## src/rtl/clkdiv_bank.sv

```systemverilog
`timescale 1ns/1ps
module clkdiv_bank (
  input  logic       clk,
  input  logic       mrst,
  input  logic [2:0] ratio_code,
  input  logic       en_a,
  input  logic       en_b,
  output logic       out_a,
  output logic       out_b,
  output logic       code_err
);
  typedef enum logic [1:0] {DIV2 = 2'd0, DIV4 = 2'd1, DIV5 = 2'd2} ratio_e;

  ratio_e     div, nxt_div;
  logic [2:0] cnt, last, half;
  logic       ena_q, enb_q, base, dly, odd, wrap, code_ok;

  always_comb begin
    case (ratio_code)
      3'b001:  nxt_div = DIV2;
      3'b100:  nxt_div = DIV5;
      default: nxt_div = DIV4;
    endcase
  end

  assign code_ok = (ratio_code == 3'b001) || (ratio_code == 3'b011) || (ratio_code == 3'b100);
  assign last    = (div == DIV2) ? 3'd1 : (div == DIV5) ? 3'd4 : 3'd3;
  assign half    = (div == DIV2) ? 3'd1 : 3'd2;
  assign wrap    = (cnt == last);
  assign base    = (cnt < half);
  assign odd     = (div == DIV5);

  // reset parks the count on the last slot so release opens a period
  always_ff @(posedge clk) begin
    if (mrst) begin
      div      <= DIV4;
      cnt      <= 3'd3;
      ena_q    <= 1'b0;
      enb_q    <= 1'b0;
      code_err <= 1'b0;
    end else if (wrap) begin
      cnt   <= 3'd0;
      div   <= nxt_div;
      ena_q <= en_a;
      enb_q <= en_b;
      if (!code_ok) code_err <= 1'b1;
    end else begin
      cnt <= cnt + 3'd1;
    end
  end

  always_ff @(negedge clk) begin
    dly <= mrst ? 1'b0 : base;
  end

  assign out_a = ena_q & (base | (odd & dly));
  assign out_b = enb_q & (base | (odd & dly));
endmodule


```

## config.mk

```make
export PLATFORM = sky130hd
export DESIGN_NAME = clkdiv_bank
export DESIGN_NICKNAME = d
export VERILOG_FILES = /design/src/rtl/clkdiv_bank.sv
export SDC_FILE = /design/constraint.sdc
export NUM_CORES = 1
export LEC_CHECK = 0
export BUFFER_PORTS_ARGS = -buffer_cell sky130_fd_sc_hd__buf_2
export CAP_MARGIN = 0
export CORE_MARGIN = 2
export CORE_UTILIZATION = 30
export DETAILED_ROUTE_END_ITERATION = 8
export GPL_ROUTABILITY_DRIVEN = 0
export SLEW_MARGIN = 30
export SYNTH_ARGS = -nofsm -noshare
export SYNTH_HDL_FRONTEND = slang
export SYNTH_SLANG_ARGS = --single-unit
```

## constraint.sdc

```tcl
create_clock -name clk -period 2.7 [get_ports clk]
set_input_delay 0.405 -clock clk [delete_from_list [all_inputs] [get_ports clk]]
set_output_delay 0.405 -clock clk [all_outputs]
set_load 0.05 [all_outputs]
```

* Yosys cells after proc, flatten, opt, wreduce, memory -nomap -nowiden
Index checks and enable logic that the tools add are counted.
** Storage, ports and cells
- Flip-flop bits (word level) :: 9
- Input port bits :: 7
- Output and inout bits :: 3
- Logic and storage cells :: 29
** Operators by class
- Add/subtract/negate cells :: 1
- Order comparisons :: 1
- Eq/ne operators :: 5
- Multiplexer cells :: 5
- Bitwise gates (word level) :: 5
- Reductions and logical operators :: 5
** Operator list (number)
- two-way mux 3 bit :: 2
- two-way mux 2 bit :: 2
- one-hot mux 2 bit (2 select lines) :: 1
- adder 3 x 1 -> 3 bit, second input constant :: 1
- bitwise AND 1 bit :: 3
- equality test 3 x 1 -> 1 bit, second input constant :: 1
- equality test 3 x 2 -> 1 bit, second input constant :: 1
- equality test 3 bit :: 1
- equality test 3 bit, second input constant :: 1
- < comparator 3 x 2 -> 1 bit :: 1
- equality test 2 bit, second input constant :: 1
- logical NOT 2 bit :: 1
- logical OR 1 bit :: 2
- AND reduction 2 bit :: 1
- OR reduction 2 bit :: 1
- inverter 1 bit :: 1
- bitwise OR 1 bit :: 1

* Depth between registers and ports, before layout
Gate-level depths: netlist of the first run.
- Depth after elaboration :: 5
- Gate-level depth with buffers :: 7
- Mapped depth without buffers :: 6

==> results of run 1 <==
cell usage after synthesis (2+ instances only):
library cell	instances	share of area
nor2_1	5	0.038
o211ai_1	2	0.030
xor2_1	2	0.035
dfxtp_1	9	0.36
nor2b_1	2	0.025
a31oi_1	2	0.025
ha_1	2	0.050
mux2i_1	2	0.040
nand2_1	4	0.030
inv_1	5	0.038
o21ai_0	3	0.030
logic make-up (layout without fill, tap and decap cells):
logic type | after synthesis | in the layout | synth area share
muxes | 2 | 2 | 0.0400
AOI/OAI and AO/OA | 13 | 13 | 0.207
xor gates and xnor gates | 3 | 3 | 0.0525
buffers and inverters | 6 | 21 | 0.0600
and+or+nand+nor | 19 | 19 | 0.230
adders and majority gates | 2 | 2 | 0.0500
DFF | 9 | 9 | 0.360
report_power, final:
group / leakage, nW / total [W] / switching [W] / internal [W]
Sequential: 0.0749 / 0.000182 / 0.0000206 / 0.000161
Clock: 0.0245 / 0.000103 / 0.0000483 / 0.0000550
Combinational: 0.202 / 0.000220 / 0.000121 / 0.0000998
Total: 0.301 / 0.000505 / 0.000190 / 0.000316
worst max-delay path by stage:
stage	from	endpoint	slack [ps]	cells after the start
6_report	dly$_SDFF_NP0_	out_b	-70	3
3_3_place_gp	dly$_SDFF_NP0_	out_a	190	3
5_1_grt	dly$_SDFF_NP0_	out_b	-150	3
3_5_place_dp	dly$_SDFF_NP0_	out_a	180	3
4_1_cts	dly$_SDFF_NP0_	out_a	-120	3
2_1_floorplan	dly$_SDFF_NP0_	out_a	-150	2
metal layers:
metal	wire length (microns)	vias to the layer above
met3	36	3
li1	-	219
met2	545	9
met1	481	195
met5	0	-
met4	18	0
worst reg2reg max path, delay by kind of cell (launching register included):
| kind | cells | cell delay [ps] |
|---|---|---|
| compound gates | 1 | 110 |
| fa+ha+maj | 1 | 240 |
| flops | 1 | 310 |
| simple gates | 2 | 310 |
cell usage in the layout, fill, tap and decap left out, types with 2 or more instances in the layout:
cell	instances
ha_1	2
nor2b_2	2
inv_1	6
dfxtp_1	8
xor2_1	2
clkbuf_4	3
o21ai_0	3
o211ai_1	2
buf_2	7
mux2i_1	2
buf_4	3
nor2_1	5
buf_6	2
nand2_1	4
flip-flops by register name, summed over array words and instances (netlist names):
name,cells
cnt,3
div,2
code_err,1
dly,1
ena_q,1
enb_q,1
layout make-up:
class | count | area (sq um) | share of cell area
clock buffers | 3 | 22.5 | 0.0354
clock inverters | 2 | 7.51 | 0.0118
multi-input cells | 39 | 310 | 0.487
inverters | 4 | 15.0 | 0.0236
well taps | 16 | 20.0 | 0.0314
repair buffers | 12 | 80.1 | 0.126
flip-flops and latches | 9 | 181 | 0.285
metrics by stage:
stage / util / instance area (sq um) / hold slack, ps / setup slack, ps / instances
after detailed placement: 0.374 / 577 / 459 / 180 / 81
after global placement: 0.374 / 577 / 457 / 194 / 81
after CTS: 0.399 / 616 / 353 / -118 / 85
after floorplan: - / 500 / 433 / -148 / 54
final: 0.413 / 637 / 362 / -72.3 / 85
after global routing: 0.413 / 637 / 374 / -149 / 85
what timing repair did:
| item | in CTS | in global routing |
|---|---|---|
| pin swaps | 1 | 1 |
| resized for setup | 4 | 5 |
| endpoints found under the setup margin | 2 | 2 |
==> results_dict.tcl, run 1 <==
set metrics [dict create \
    status "complete, but fails checks" \
    violations "negative setup slack" \
    ant_nets 0 \
    dieHeight_microns 44.8 \
    crit_chain "a31oi_4 > nor2b_2 > buf_6" \
    hold_class "in -> reg" \
    power.total_w 0.000505 \
    drtIter0Drc 9 \
    hold_path.startpoint "mrst" \
    wirelength_microns 1080 \
    grt_pass1_vias 424 \
    grt_antenna_before_repair 0 \
    start_util 0.325 \
    fillers 163 \
    tightest_slew_ps 355 \
    skew_ps 54.9 \
    cts_setup_buffers 0 \
    grt-busiest-layer "met2" \
    synth_area_sq_um 500 \
    drc 0 \
    max-slew-margin-rel 0.762 \
    portBuffers 9 \
    yosysWarnings 0 \
    synth_seq_cells 9 \
    setup_slack_ps -72.3 \
    routedWlPerCell_microns 12.7 \
    synthFlopType "dfxtp_1" \
    cp-start-kind "register" \
    drv_slew 0 \
    ys_seq_area_frac 0.360 \
    critical_path_buf_inv_count 1 \
    hold_violations 0 \
    worst-setup-path-type "reg -> out" \
    hpwlAfterDp_microns 780 \
    num_antenna_cells 0 \
    boundaryPins 10 \
    p_per_area_nw_per_um2 793 \
    cts_hold_buf 0 \
    grt_max_degree 9 \
    cts_root_buf "clkbuf_4" \
    cts_tree "yes" \
    peakVddDrop_mv 0.342 \
    reg2reg_to "dly$_SDFF_NP0_" \
    globalRouteMet1Util 0.159 \
    drv_cap 0 \
    clock_latency_ps 310 \
    async_flop_share 0 \
    cp_top_family "flip-flops" \
    dieArea_sq_um 2010 \
    viasPerCell 5.01 \
    cts_num_sinks 9 \
    rows 14 \
    grt.total_usage 0.131 \
    clk_pin_slew_ps 60 \
    hold_end "code_err$_SDFFE_PP0P_" \
    numCtsBuffers 3 \
    synth_cell_type_count 27 \
    rsz0062_at_grt "true" \
    first_pass_iters 4 \
    met3_usage 0.0240 \
    grtUsageMet2 0.212 \
    cp_max_fo 2 \
    crit_arrival_ps 2370 \
    fin_tns_setup_ps -143 \
    overflow 0 \
    synth-edff-count 0 \
    endpoint_kind "primary output" \
    postSynthCellCount 54 \
    holdPathStages 2 \
    rrSetupSlack_ps 320 \
    die_x_microns 44.8 \
    setup_viol 2 \
    critPathSlowestCell "dfxtp_2" \
    drive_gt1_frac 0.377 \
    clk_path_buf_depth 2 \
    power_leakage_nw 0.301 \
    synth_area_per_cell_sq_um 9.27 \
    grt_first_pass_wirelength_microns 1880 \
    syn_to_final_growth_pct 27.3 \
    core_sq_um 1540 \
    reg2regPathDepth 4 \
    cpPeakStageDelay_ps 320 \
    htree_levels 1 \
    r2r_start "div[1]$_SDFFE_PP0P_" \
    synth_nets 63 \
    vias 426 \
    nets 79 \
    cp.required_ps 2300 \
]
Power figures use the tool's default switching activity.
==> inputs of run 2 (changes only) <==
- REMOVE_ABC_BUFFERS: default -> 1
==> run 2 against run 1 <==
  * Die area is the same
  * Clock power is 4% higher
  * Final area did not move
  * Power up 0.64%
  * Critical path type unchanged
  * The run still ends with negative setup slack left
  * Combinational power about the same
  * Flip-flop and latch count is the same
  * Wire length increased by 1.5%
  * Critical endpoint unchanged
  * Via count is 3.8% higher
  * Hold slack worse by 2.0 ps
==> results_dict.tcl, run 2 (synthesis gave the netlist of run 1 again) <==
set metrics [dict create \
    cp.required_ps 2300 \
    portBuffers 9 \
    power_switching_w 0.000193 \
    dieHeight_microns 44.8 \
    crit_arrival_ps 2400 \
    drv_cap 0 \
    grt_max_degree 9 \
    peakVddDrop_mv 0.392 \
    rrSetupSlack_ps 300 \
    final_cell_mix "dfxtp_1, buf_2, inv_1, nor2_1, nand2_1" \
    holdPathStages 2 \
    skew_ps 56.8 \
    whs_ps 360 \
    htree_levels 1 \
    first_pass_iters 4 \
    grt_pass1_vias 410 \
    largest_reg_flops 3 \
    viasPerCell 5.20 \
    num_antenna_cells 0 \
    drive_gt1_frac 0.377 \
    grt_antenna_before_repair 0 \
    drv_slew 0 \
    p_int_w 0.000316 \
    r2r_start "div[1]$_SDFFE_PP0P_" \
    place_area_sq_um 577 \
    core_sq_um 1540 \
    start_util 0.325 \
    grt.total_usage 0.132 \
    cp-start-kind "register" \
    cpPeakStageDelay_ps 330 \
    stdcell_area_sq_um 637 \
    boundaryPins 10 \
    largestRegisters "cnt x3, div x2" \
    drc 0 \
    ant_nets 0 \
    status "complete, but fails checks" \
    cts_setup_buffers 0 \
    rows 14 \
    nets 79 \
    cts_root_buf "clkbuf_4" \
    combPwrFrac 0.432 \
    largest-register "cnt" \
    crit_chain "a31oi_4 > nor2b_2 > buf_6" \
    routedWlPerCell_microns 12.9 \
    reg2reg_to "dly$_SDFF_NP0_" \
    cts_num_sinks 9 \
    cts_tree "yes" \
    dieArea_sq_um 2010 \
    power.share.clock 0.210 \
    worst-setup-path-type "reg -> out" \
    setup_viol 2 \
    tightest_slew_ps 373 \
    clock_latency_ps 310 \
    power_leakage_nw 0.301 \
    vias 442 \
    wirelength_microns 1100 \
    syn_to_final_growth_pct 27.3 \
    setup_slack_ps -101 \
    max-slew-margin-rel 0.750 \
    violations "negative setup slack" \
    swShare 0.379 \
    cts_hold_buf 0 \
    reg2regPathDepth 3 \
    numCtsBuffers 3 \
    critical_path.startpoint "dly$_SDFF_NP0_" \
    grt_first_pass_wirelength_microns 1880 \
    clk_pin_slew_ps 60 \
    cp_max_fo 2 \
    endpoint_kind "primary output" \
    rsz0062_at_grt "true" \
    cp-endpoint "out_b" \
    hold_class "in -> reg" \
    p_per_area_nw_per_um2 799 \
    hpwlAfterDp_microns 760 \
    hold_violations 0 \
    overflow 0 \
    die_x_microns 44.8 \
    fillers 173 \
    layout_commonest_cell "dfxtp_1" \
    seqPwrFrac 0.358 \
    drtIter0Drc 6 \
    critPathSlowestCell "dfxtp_2" \
    clk_path_buf_depth 2 \
]
run 2: cell counts in the layout (fill, tap and decap cells not counted):
No cell type changed its count.
run 2: power groups by stage:
stage | registers, W | clock network [W] | logic (W)
after floorplan | 0.000200 | 0.00000464 | 0.000123
after global placement | 0.000181 | 0.00000464 | 0.000190
after detailed placement | 0.000181 | 0.00000464 | 0.000196
after CTS | 0.000179 | 0.000109 | 0.000201
after global routing | 0.000186 | 0.000119 | 0.000242
final | 0.000182 | 0.000107 | 0.000220
run 2: worst min-delay path by stage:
stage / startpoint / endpoint / slack, ps
2_1_floorplan: ena_q$_SDFFE_PP0P_ / ena_q$_SDFFE_PP0P_ / 430
3_3_place_gp: code_err$_SDFFE_PP0P_ / code_err$_SDFFE_PP0P_ / 440
3_5_place_dp: code_err$_SDFFE_PP0P_ / code_err$_SDFFE_PP0P_ / 460
4_1_cts: mrst / code_err$_SDFFE_PP0P_ / 360
5_1_grt: mrst / code_err$_SDFFE_PP0P_ / 380
6_report: mrst / code_err$_SDFFE_PP0P_ / 360
run 2: repair_timing:
action	CTS	global route
resized for setup	4	5
endpoints found under the setup margin	2	2
pin swaps	1	1
run 2: metrics by stage:
stage | utilization | setup TNS, ps | instances | setup slack (ps) | power, W
after CTS | 0.399 | -232 | 85 | -116 | 0.000488
after detailed placement | 0.374 | 0 | 81 | 180 | 0.000381
after global placement | 0.374 | 0 | 81 | 193 | 0.000375
after global routing | 0.413 | -281 | 85 | -145 | 0.000548
after floorplan | - | -295 | 53 | -148 | 0.000327
final | 0.413 | -191 | 85 | -101 | 0.000509
run 2: layout make-up:
class                      instances  area [sq um]  area share
clock buffer                       3          22.5      0.0354
timing repair buffer              12          80.1       0.126
tap                               16          20.0      0.0314
inverter                           4          15.0      0.0236
sequential                         9           181       0.285
clock inverter                     2          7.51      0.0118
multi-input combinational         39           310       0.487
run 2: critical path, delay by kind of cell (launching register included):
kind / cells / cell delay (ps)
flip-flops: 1 / 330
buffers and inverters: 1 / 170
AND/OR/NAND/NOR: 1 / 140
AO/OA/AOI/OAI: 1 / 90
run 2: layer usage:
layer	track usage	vias to the layer above	routed length, microns
met5	0	-	0
met4	0.0706	0	14
met3	0.0360	2	41
met2	0.212	9	544
met1	0.161	212	497
li1	-	219	-
